`src/rtl/eprom_seq_pkg.sv`:
```
package eprom_seq_pkg;

    typedef enum logic [3:0] {
        S_IDLE,
        S_FETCH,
        S_SETUP,
        S_PULSE,
        S_OVP,
        S_HOLD,
        S_RELEASE,
        S_READ,
        S_RECOVER,
        S_NEXT,
        S_FINISH
    } seq_state_e;

    // Round a time in ns up to whole clock cycles, at least one.
    function automatic longint unsigned time_to_cycles(input longint unsigned ns,
                                                       input longint unsigned hz);
        longint unsigned c;
        c = (ns * hz + 64'd999_999_999) / 64'd1_000_000_000;
        if (c == 0) c = 1;
        return c;
    endfunction

    function automatic longint unsigned max2(input longint unsigned a,
                                             input longint unsigned b);
        return (a > b) ? a : b;
    endfunction

endpackage

```
`src/rtl/seq_timer.sv`:
```
module seq_timer #(
    parameter int TW = 8
) (
    input  logic          clk,
    input  logic          rst_n,
    input  logic          load_i,
    input  logic [TW-1:0] load_val_i,
    output logic          expired_o
);
    logic [TW-1:0] cnt;

    always_ff @(posedge clk or negedge rst_n) begin
        if (!rst_n) begin
            cnt <= '0;
        end else if (load_i) begin
            cnt <= load_val_i - TW'(1);
        end else if (cnt != '0) begin
            cnt <= cnt - TW'(1);
        end
    end

    assign expired_o = (cnt == '0);

    // every interval is at least one cycle long
    a_r12_load_nonzero: assert property (@(posedge clk) disable iff (!rst_n)
        load_i |-> (load_val_i != '0));

    // a running interval counts down by one each cycle
    a_r12_count_down: assert property (@(posedge clk) disable iff (!rst_n)
        (!load_i && cnt != '0) |=> (cnt == $past(cnt) - TW'(1)));

endmodule

```
`src/rtl/word_walker.sv`:
```
module word_walker #(
    parameter int AW = 12
) (
    input  logic          clk,
    input  logic          rst_n,
    input  logic          init_i,
    input  logic [AW-1:0] base_i,
    input  logic [AW:0]   count_i,
    input  logic          step_i,
    output logic [AW-1:0] addr_o,
    output logic          last_o
);
    logic [AW:0] rem;

    always_ff @(posedge clk or negedge rst_n) begin
        if (!rst_n) begin
            addr_o <= '0;
            rem    <= '0;
        end else if (init_i) begin
            addr_o <= base_i;
            rem    <= count_i;
        end else if (step_i) begin
            addr_o <= addr_o + AW'(1);
            rem    <= rem - (AW+1)'(1);
        end
    end

    assign last_o = (rem == (AW+1)'(1));

    // the walker never advances past the requested word count
    a_r2_step_has_words: assert property (@(posedge clk) disable iff (!rst_n)
        step_i |-> (rem != '0));

endmodule

```
`src/rtl/vfy_compare.sv`:
```
module vfy_compare #(
    parameter int DW = 8
) (
    input  logic          clk,
    input  logic          rst_n,
    input  logic [DW-1:0] probe_i,
    input  logic          sample_i,
    input  logic [DW-1:0] expect_i,
    input  logic [DW-1:0] read_i,
    output logic          skip_o,
    output logic          match_o
);
    assign skip_o = &probe_i;

    always_ff @(posedge clk or negedge rst_n) begin
        if (!rst_n) begin
            match_o <= 1'b0;
        end else if (sample_i) begin
            match_o <= (read_i == expect_i);
        end
    end

endmodule

```
`src/rtl/eprom_burn_seq.sv`:
```
module eprom_burn_seq
    import eprom_seq_pkg::*;
#(
    parameter int          AW        = 12,
    parameter int          DW        = 8,
    parameter int unsigned CLK_HZ    = 50_000_000,
    parameter int unsigned SETUP_NS  = 2_000,
    parameter int unsigned HOLD_NS   = 2_000,
    parameter int unsigned LONG_NS   = 50_000_000,
    parameter int unsigned SHORT_NS  = 1_000_000,
    parameter int unsigned VFY_NS    = 1_000,
    parameter int unsigned FLOAT_NS  = 130,
    parameter int          MAX_TRIES = 25,
    parameter int          OVP_MULT  = 3
) (
    input  logic          clk,
    input  logic          rst_n,
    input  logic          start_i,
    input  logic          mode_i,
    input  logic [AW-1:0] base_addr_i,
    input  logic [AW:0]   word_count_i,
    input  logic          wr_valid_i,
    input  logic [DW-1:0] wr_data_i,
    output logic          wr_ready_o,
    output logic [AW-1:0] prom_addr_o,
    output logic [DW-1:0] prom_wdata_o,
    output logic          prom_wdrive_o,
    input  logic [DW-1:0] prom_din_i,
    output logic          prom_ce_n_o,
    output logic          prom_oe_n_o,
    output logic          prom_vpp_en_o,
    output logic          busy_o,
    output logic          done_o,
    output logic          fail_o,
    output logic [AW-1:0] fail_addr_o
);
    localparam longint unsigned SETUP_C = time_to_cycles(SETUP_NS, CLK_HZ);
    localparam longint unsigned HOLD_C  = time_to_cycles(HOLD_NS,  CLK_HZ);
    localparam longint unsigned LONG_C  = time_to_cycles(LONG_NS,  CLK_HZ);
    localparam longint unsigned SHORT_C = time_to_cycles(SHORT_NS, CLK_HZ);
    localparam longint unsigned VFY_C   = time_to_cycles(VFY_NS,   CLK_HZ);
    localparam longint unsigned FLOAT_C = time_to_cycles(FLOAT_NS, CLK_HZ);
    localparam longint unsigned MAXC    = max2(max2(max2(SETUP_C, HOLD_C), max2(LONG_C, SHORT_C)),
                                               max2(VFY_C, FLOAT_C));
    localparam int TW  = $clog2(MAXC + 1);
    localparam int TRW = $clog2(MAX_TRIES + 1);
    localparam int OVW = $clog2(MAX_TRIES * OVP_MULT + 1);

    seq_state_e     state, state_n;
    logic           mode_r, skip_r, ovp_phase;
    logic [DW-1:0]  data_r;
    logic [TRW-1:0] tries;
    logic [OVW-1:0] ovp_left;
    logic           done_r, fail_r;
    logic [AW-1:0]  fail_addr_r;

    logic           tmr_exp, tmr_load, ovp_rearm;
    logic [TW-1:0]  tmr_val;
    logic           walk_last, skip_in, vfy_match;
    logic           take_start, take_byte, fail_now;

    assign take_start = (state == S_IDLE) && start_i;
    assign take_byte  = (state == S_FETCH) && wr_valid_i;

    seq_timer #(.TW(TW)) u_timer (
        .clk        (clk),
        .rst_n      (rst_n),
        .load_i     (tmr_load),
        .load_val_i (tmr_val),
        .expired_o  (tmr_exp)
    );

    word_walker #(.AW(AW)) u_walk (
        .clk     (clk),
        .rst_n   (rst_n),
        .init_i  (take_start),
        .base_i  (base_addr_i),
        .count_i (word_count_i),
        .step_i  (state == S_NEXT),
        .addr_o  (prom_addr_o),
        .last_o  (walk_last)
    );

    vfy_compare #(.DW(DW)) u_cmp (
        .clk      (clk),
        .rst_n    (rst_n),
        .probe_i  (wr_data_i),
        .sample_i ((state == S_READ) && tmr_exp),
        .expect_i (data_r),
        .read_i   (prom_din_i),
        .skip_o   (skip_in),
        .match_o  (vfy_match)
    );

    // State register
    always_ff @(posedge clk or negedge rst_n) begin
        if (!rst_n) state <= S_IDLE;
        else        state <= state_n;
    end

    // Next state
    always_comb begin
        state_n   = state;
        ovp_rearm = 1'b0;
        unique case (state)
            S_IDLE:    if (start_i) state_n = (word_count_i == '0) ? S_FINISH : S_FETCH;
            S_FETCH:   if (wr_valid_i) state_n = skip_in ? S_RELEASE : S_SETUP;
            S_SETUP:   if (tmr_exp) state_n = ovp_phase ? S_OVP : S_PULSE;
            S_PULSE:   if (tmr_exp) state_n = S_HOLD;
            S_OVP: begin
                if (tmr_exp) begin
                    if (ovp_left == OVW'(1)) state_n = S_HOLD;
                    else                     ovp_rearm = 1'b1;
                end
            end
            S_HOLD:    if (tmr_exp) state_n = ovp_phase ? S_NEXT : S_RELEASE;
            S_RELEASE: if (tmr_exp) state_n = S_READ;
            S_READ:    if (tmr_exp) state_n = S_RECOVER;
            S_RECOVER: begin
                if (tmr_exp) begin
                    if (vfy_match)
                        state_n = (mode_r && !skip_r) ? S_SETUP : S_NEXT;
                    else if (mode_r && !skip_r && tries < TRW'(MAX_TRIES))
                        state_n = S_SETUP;
                    else
                        state_n = S_FINISH;
                end
            end
            S_NEXT:    state_n = walk_last ? S_FINISH : S_FETCH;
            S_FINISH:  state_n = S_IDLE;
            default:   state_n = S_IDLE;
        endcase
    end

    assign fail_now = (state == S_RECOVER) && (state_n == S_FINISH);

    // Interval length for the state being entered
    always_comb begin
        unique case (state_n)
            S_SETUP:   tmr_val = TW'(SETUP_C);
            S_PULSE:   tmr_val = mode_r ? TW'(SHORT_C) : TW'(LONG_C);
            S_OVP:     tmr_val = TW'(SHORT_C);
            S_HOLD:    tmr_val = TW'(HOLD_C);
            S_RELEASE: tmr_val = TW'(FLOAT_C);
            S_READ:    tmr_val = TW'(VFY_C);
            S_RECOVER: tmr_val = TW'(FLOAT_C);
            default:   tmr_val = TW'(1);
        endcase
    end
    assign tmr_load = (state_n != state) || ovp_rearm;

    // Word context, retry and over-program bookkeeping, result flags
    always_ff @(posedge clk or negedge rst_n) begin
        if (!rst_n) begin
            mode_r      <= 1'b0;
            data_r      <= '0;
            skip_r      <= 1'b0;
            ovp_phase   <= 1'b0;
            tries       <= '0;
            ovp_left    <= '0;
            done_r      <= 1'b0;
            fail_r      <= 1'b0;
            fail_addr_r <= '0;
        end else begin
            if (take_start) begin
                mode_r      <= mode_i;
                done_r      <= 1'b0;
                fail_r      <= 1'b0;
                fail_addr_r <= '0;
            end
            if (take_byte) begin
                data_r    <= wr_data_i;
                skip_r    <= skip_in;
                tries     <= '0;
                ovp_phase <= 1'b0;
            end
            if (state == S_SETUP && tmr_exp) begin
                if (ovp_phase) ovp_left <= OVW'(tries) * OVW'(OVP_MULT);
                else           tries    <= tries + TRW'(1);
            end
            if (ovp_rearm) ovp_left <= ovp_left - OVW'(1);
            if (state == S_RECOVER && tmr_exp && vfy_match && mode_r && !skip_r)
                ovp_phase <= 1'b1;
            if (fail_now) begin
                fail_r      <= 1'b1;
                fail_addr_r <= prom_addr_o;
            end
            if (state == S_FINISH) done_r <= 1'b1;
        end
    end

    // Pin decode from state
    always_comb begin
        prom_wdata_o  = data_r;
        prom_wdrive_o = 1'b0;
        prom_vpp_en_o = 1'b0;
        prom_ce_n_o   = 1'b1;
        prom_oe_n_o   = 1'b1;
        wr_ready_o    = 1'b0;
        unique case (state)
            S_FETCH: wr_ready_o = 1'b1;
            S_SETUP, S_HOLD: begin
                prom_wdrive_o = 1'b1;
                prom_vpp_en_o = 1'b1;
            end
            S_PULSE, S_OVP: begin
                prom_wdrive_o = 1'b1;
                prom_vpp_en_o = 1'b1;
                prom_ce_n_o   = 1'b0;
            end
            S_READ: begin
                prom_ce_n_o = 1'b0;
                prom_oe_n_o = 1'b0;
            end
            default: ;
        endcase
    end

    assign busy_o      = (state != S_IDLE);
    assign done_o      = done_r;
    assign fail_o      = fail_r;
    assign fail_addr_o = fail_addr_r;

    // a program pulse only happens with supply and data driven
    a_r3_pulse_has_supply: assert property (@(posedge clk) disable iff (!rst_n)
        (!prom_ce_n_o && prom_oe_n_o) |-> (prom_vpp_en_o && prom_wdrive_o));

    // address never moves while chip enable is low
    a_r3_addr_steady: assert property (@(posedge clk) disable iff (!rst_n)
        (!prom_ce_n_o && !$past(prom_ce_n_o)) |-> $stable(prom_addr_o));

    // reads happen with supply and driver off
    a_r8_read_bus_free: assert property (@(posedge clk) disable iff (!rst_n)
        !prom_oe_n_o |-> (!prom_vpp_en_o && !prom_wdrive_o && !prom_ce_n_o));

    // supply still on in the first cycle after a pulse ends
    a_r7_supply_after_pulse: assert property (@(posedge clk) disable iff (!rst_n)
        ($rose(prom_ce_n_o) && $past(prom_oe_n_o)) |-> prom_vpp_en_o);

    // bytes are requested only during a run
    a_r2_ready_in_run: assert property (@(posedge clk) disable iff (!rst_n)
        wr_ready_o |-> busy_o);

    // retry count never exceeds the limit
    a_r5_tries_cap: assert property (@(posedge clk) disable iff (!rst_n)
        tries <= TRW'(MAX_TRIES));

    // fail flag holds until a new start
    a_r10_fail_sticky: assert property (@(posedge clk) disable iff (!rst_n)
        (fail_o && !start_i) |=> fail_o);

    // done is only shown while idle
    a_r11_done_idle: assert property (@(posedge clk) disable iff (!rst_n)
        done_o |-> !busy_o);

endmodule

```
`config.mk`:
```
export PLATFORM = sky130hd
export DESIGN_NAME = eprom_burn_seq
export DESIGN_NICKNAME = d
export VERILOG_FILES = /design/src/rtl/eprom_seq_pkg.sv /design/src/rtl/seq_timer.sv /design/src/rtl/word_walker.sv /design/src/rtl/vfy_compare.sv /design/src/rtl/eprom_burn_seq.sv
export SDC_FILE = /design/constraint.sdc
export NUM_CORES = 1
export LEC_CHECK = 0
export ABC_AREA = 1
export BUFFER_PORTS_ARGS = -buffer_cell sky130_fd_sc_hd__buf_2
export CAP_MARGIN = 20
export CORE_AREA = 2 2 108 163
export CTS_BUF_LIST = sky130_fd_sc_hd__clkbuf_4
export DETAILED_ROUTE_END_ITERATION = 10
export DIE_AREA = 0 0 110 165
export HOLD_SLACK_MARGIN = 0.06
export SYNTH_ARGS = -nofsm -noshare
export SYNTH_HDL_FRONTEND = slang
export SYNTH_SLANG_ARGS = --single-unit
```
`constraint.sdc`:
```
create_clock -name clk -period 2.9 [get_ports clk]
set_clock_uncertainty 0.05 [all_clocks]
set_input_delay 0.29 -clock clk [delete_from_list [all_inputs] [get_ports clk]]
set_output_delay 0.29 -clock clk [all_outputs]
set_load 0.02 [all_outputs]
```
==> summary.txt <==
Crit. Startpoint = u_timer.cnt[17]$_DFFE_PN0P_
Adder-cell share of the synthesized area = 3.072%
Worst r2r src = u_timer.cnt[17]$_DFFE_PN0P_
Reg2reg setup slack = -0.26 ns
Final period util = 109.1%
Failing checks = negative setup slack
Drt pass-1 iters = 5
Synth Area in XOR/XNOR = 4.713%
Vias per std cell = 4.747
Ys async rst share = 100.0%
CP arrival = 3.49 ns
Syn nets = 884
NetSw = 5073 uW
PnR worst setup slack = -0.2635 ns
Reg power frac = 18.8%
Pwr/cell area = 1210 nW/um2
Setup crit start kind = register
Maximum clock insertion buffer count = 2
Max frequency = 0.3161 GHz
Die area = 18,150 um2
Core Area = 16,620 um2
Wire per inst = 13.46 um
Die Width = 110 um
Multiplexer share of the synthesized area = 0.1683%
Top Family by Delay on Critical Path = simple AND/OR/NAND/NOR gates
Sw Ratio = 49.64%
Global route overflow = 0
Lkg Pwr = 0.004445 uW
Reg2reg path depth = 23
Outcome = finished, violations left
DRC viols = 0
Max-cap violations = 0
Post-DP HPWL = 13.36 mm
P_int = 5147 uW
Sink Count = 89
RSZ-0062 raised after global routing = true
IO buf count = 85
Final Util = 50.83%
Setup violations, final = 17
Critical path class = reg -> reg
Total CTS buffers = 9
CTS H-tree lvls = 3
CP max-delay cell = dfrtp_1
Worst slew pin tran = 0.9150 ns
Top cell type's share of synthesized area = 37.45%
Synthesis-to-finish area growth = 42.04%
Top FF cell, synth = dfrtp_1
Synth Area in Simple Gates = 35.56%
Req. time, crit path = 3.23 ns
Clock transition at the registers of the reported paths = 0.17 ns
1st-iter DRT viols = 204
Slew Limit Fails = 0
First-pass GRT wire length = 29.08 mm
Worst r2r dst = u_timer.cnt[6]$_DFFE_PN0P_
CTS tree = done
Clock power share = 6.9%
Post-place setup slack = -0.3204 ns
Final #Nets = 1,154
Row count = 58
Sequential area share after synthesis = 37.45%
Via count = 6,219
I/O pin cnt = 86
Post-synth EDFFs = 0
Crit path cell chain = nor2_1, nand2_1, nor2_4, buf_6, nand4_1, nand2_2, nand2_2, nand2_2, nand2_2, nand2_2, nand3_4, nor2_8, nand2_4, or2_4, nand2_4, ha_4, nand3_4, nor2_4, nand2_4, buf_4, buf_4, nand3_1, a21oi_1
Largest family of logic cells by synthesized area = simple AND/OR/NAND/NOR gates
CP max FO = 5
Top post-synthesis cells by area = dfrtp_1 (37%), nand2_1 (11%), nor2_1 (7.3%)
Comb pwr share = 74.3%
Post-synth top area cell = dfrtp_1
FF/Latch Area = 2231 um2
Crit path top cell by count = nand2_2
Unique masters post-synth = 49
Initial antenna violation count = 1
Max IR drop VDD = 0.0006289 V
Post-synthesis cell area = 5947 um2
Layout cell share with drive strength beyond 1 = 34.94%
CP Capture Type = register
Clk Latency, worst-skew pair = 0.48 ns
Final wirelength = 17.63 mm
Post-Syn Instances = 824
Compound-gate portion of the synthesized area = 10.46%
Post-route antenna net violation count = 0
Ys Warns = 0
Tot GR Track Use = 20.45%
Worst setup path endpoint = u_timer.cnt[6]$_DFFE_PN0P_
Multi-input gate area = 3451 um2
Vias in the first global route = 6,282
Syn avg cell area = 7.217 um2
CP Buf/Inv Count = 3
Routability Congestion = 0.9308
Rel. slew slack = 39.00%
Die H = 165 um
Hold Path Class = in -> reg
Pin count of the biggest net entering global routing = 70
Fin crit period = 3.164 ns
FILL cells = 1,648
Synth Register Bits = 89
CP peak stage delay = 0.45 ns
Worst Hold Slack = 0.1019 ns
Initial Utilization = 35.79%
CTS root buf = clkbuf_4
Crit path depth = 23
Final Hold Viols = 0
==> repair_timing <==
item,4_1_cts,5_1_grt
pin swaps,13,23
hold endpoints to repair,91,0
gates cloned,1,0
buffers inserted,10,9
setup endpoints to repair,21,21
resized for setup,27,41
hold buffers,25,0
==> worst reg2reg max path, cell delays in order (launching register included) <==
cell     delay (ns)
dfrtp_1        0.45
nor2_1         0.11
nand2_1        0.10
nor2_4         0.18
buf_6          0.13
nand4_1        0.11
nand2_2        0.12
nand2_2        0.06
nand2_2        0.08
nand2_2        0.07
nand2_2        0.10
nand3_4        0.10
nor2_8         0.17
nand2_4        0.09
or2_4          0.25
nand2_4        0.08
ha_4           0.14
nand3_4        0.08
nor2_4         0.18
nand2_4        0.08
buf_4          0.13
buf_4          0.12
nand3_1        0.05
a21oi_1        0.06
==> power groups by stage <==
stage | clock (uW) | combinational, uW | sequential [uW]
after floorplan | 0 | 3890 | 2060
after global placement | 0 | 6520 | 1930
after detailed placement | 0 | 6560 | 1940
after CTS | 730 | 6980 | 1910
after global routing | 776 | 8370 | 1960
final | 708 | 7600 | 1920
==> cell usage in the layout (no fill, tap or decap), drive strengths merged, types with 2 or more instances in the layout <==
master,count
a21oi,41
a221o,2
a31oi,2
buf,250
clkbuf,9
clkinv,2
dfrtp,89
dlygate4sd3,25
ha,13
inv,118
nand2,202
nand3,74
nand3b,2
nand4,13
nor2,140
nor3,11
nor4,2
o211ai,7
o21ai,40
o221ai,5
o22ai,4
o311ai,2
or2,4
xnor2,6
xor2,26
==> metrics by stage <==
step	cell area (um2)	TNS (ns)	std cells	total power, uW
after floorplan	5986	-0.05311	824	5952
after global placement	7702	-2.436	1248	8445
after detailed placement	7702	-3.949	1248	8493
after CTS	8238	-2.304	1300	9627
after global routing	8447	-7.880	1310	11110
final	8447	-2.745	1310	10220
==> cell families (layout without fill, tap and decap cells) <==
kind of cell	count (synthesis)	after routing
buffers and inverters	131	405
AOI/OAI and AO/OA	108	108
adders and majority gates	14	14
xor gates and xnor gates	32	32
other	0	1
and+or+nand+nor	449	450
muxes	1	1
DFF	89	89
==> flip-flops by register name (all words and copies together), names as in the netlist <==
name / cells
u_timer.cnt: 22
u_walk.rem: 13
fail_addr_o: 12
u_walk.addr_o: 12
prom_wdata_o: 8
ovp_left: 7
tries: 5
state: 4
done_o: 1
fail_o: 1
mode_r: 1
ovp_phase: 1
skip_r: 1
u_cmp.match_o: 1
==> synthesized netlist by cell type (11+ instances only) <==
library cell	instances
inv_1	101
ha_1	13
nand2_1	181
nor2_1	116
nand4_1	13
nand2_2	17
dfrtp_1	89
nor2_2	13
inv_2	11
o21ai_0	38
a21oi_1	41
nand3_1	67
xor2_1	26
clkbuf_1	11
==> per-layer routing <==
layer	vias to the layer above	part of all wire, %	global-route usage (%)
met1	2907	38	21.20
li1	3194	-	-
met5	-	0	0
met2	92	57	40.16
met3	26	2.9	3.315
met4	0	2.5	6.962
==> worst min-delay path by stage <==
stage	depth (start not counted)	from	to
2_1_floorplan	0	rst_n	done_o$_DFFE_PN0P_
3_3_place_gp	2	fail_o$_DFFE_PN0P_	fail_o$_DFFE_PN0P_
3_5_place_dp	1	rst_n	u_walk.rem[7]$_DFFE_PN0P_
4_1_cts	4	word_count_i[2]	u_walk.rem[2]$_DFFE_PN0P_
5_1_grt	4	word_count_i[8]	u_walk.rem[8]$_DFFE_PN0P_
6_report	4	word_count_i[7]	u_walk.rem[7]$_DFFE_PN0P_
==> layout make-up <==
cell class,instances,area share (%)
Clock inverter,7,0.6962
Sequential cell,89,26.41
Tap cell,210,3.111
Inverter,114,5.125
Clock buffer,9,0.7999
Multi-Input combinational cell,605,40.85
Antenna cell,1,0.02963
Timing Repair Buffer,275,22.97
Power figures use the tool's default switching activity.
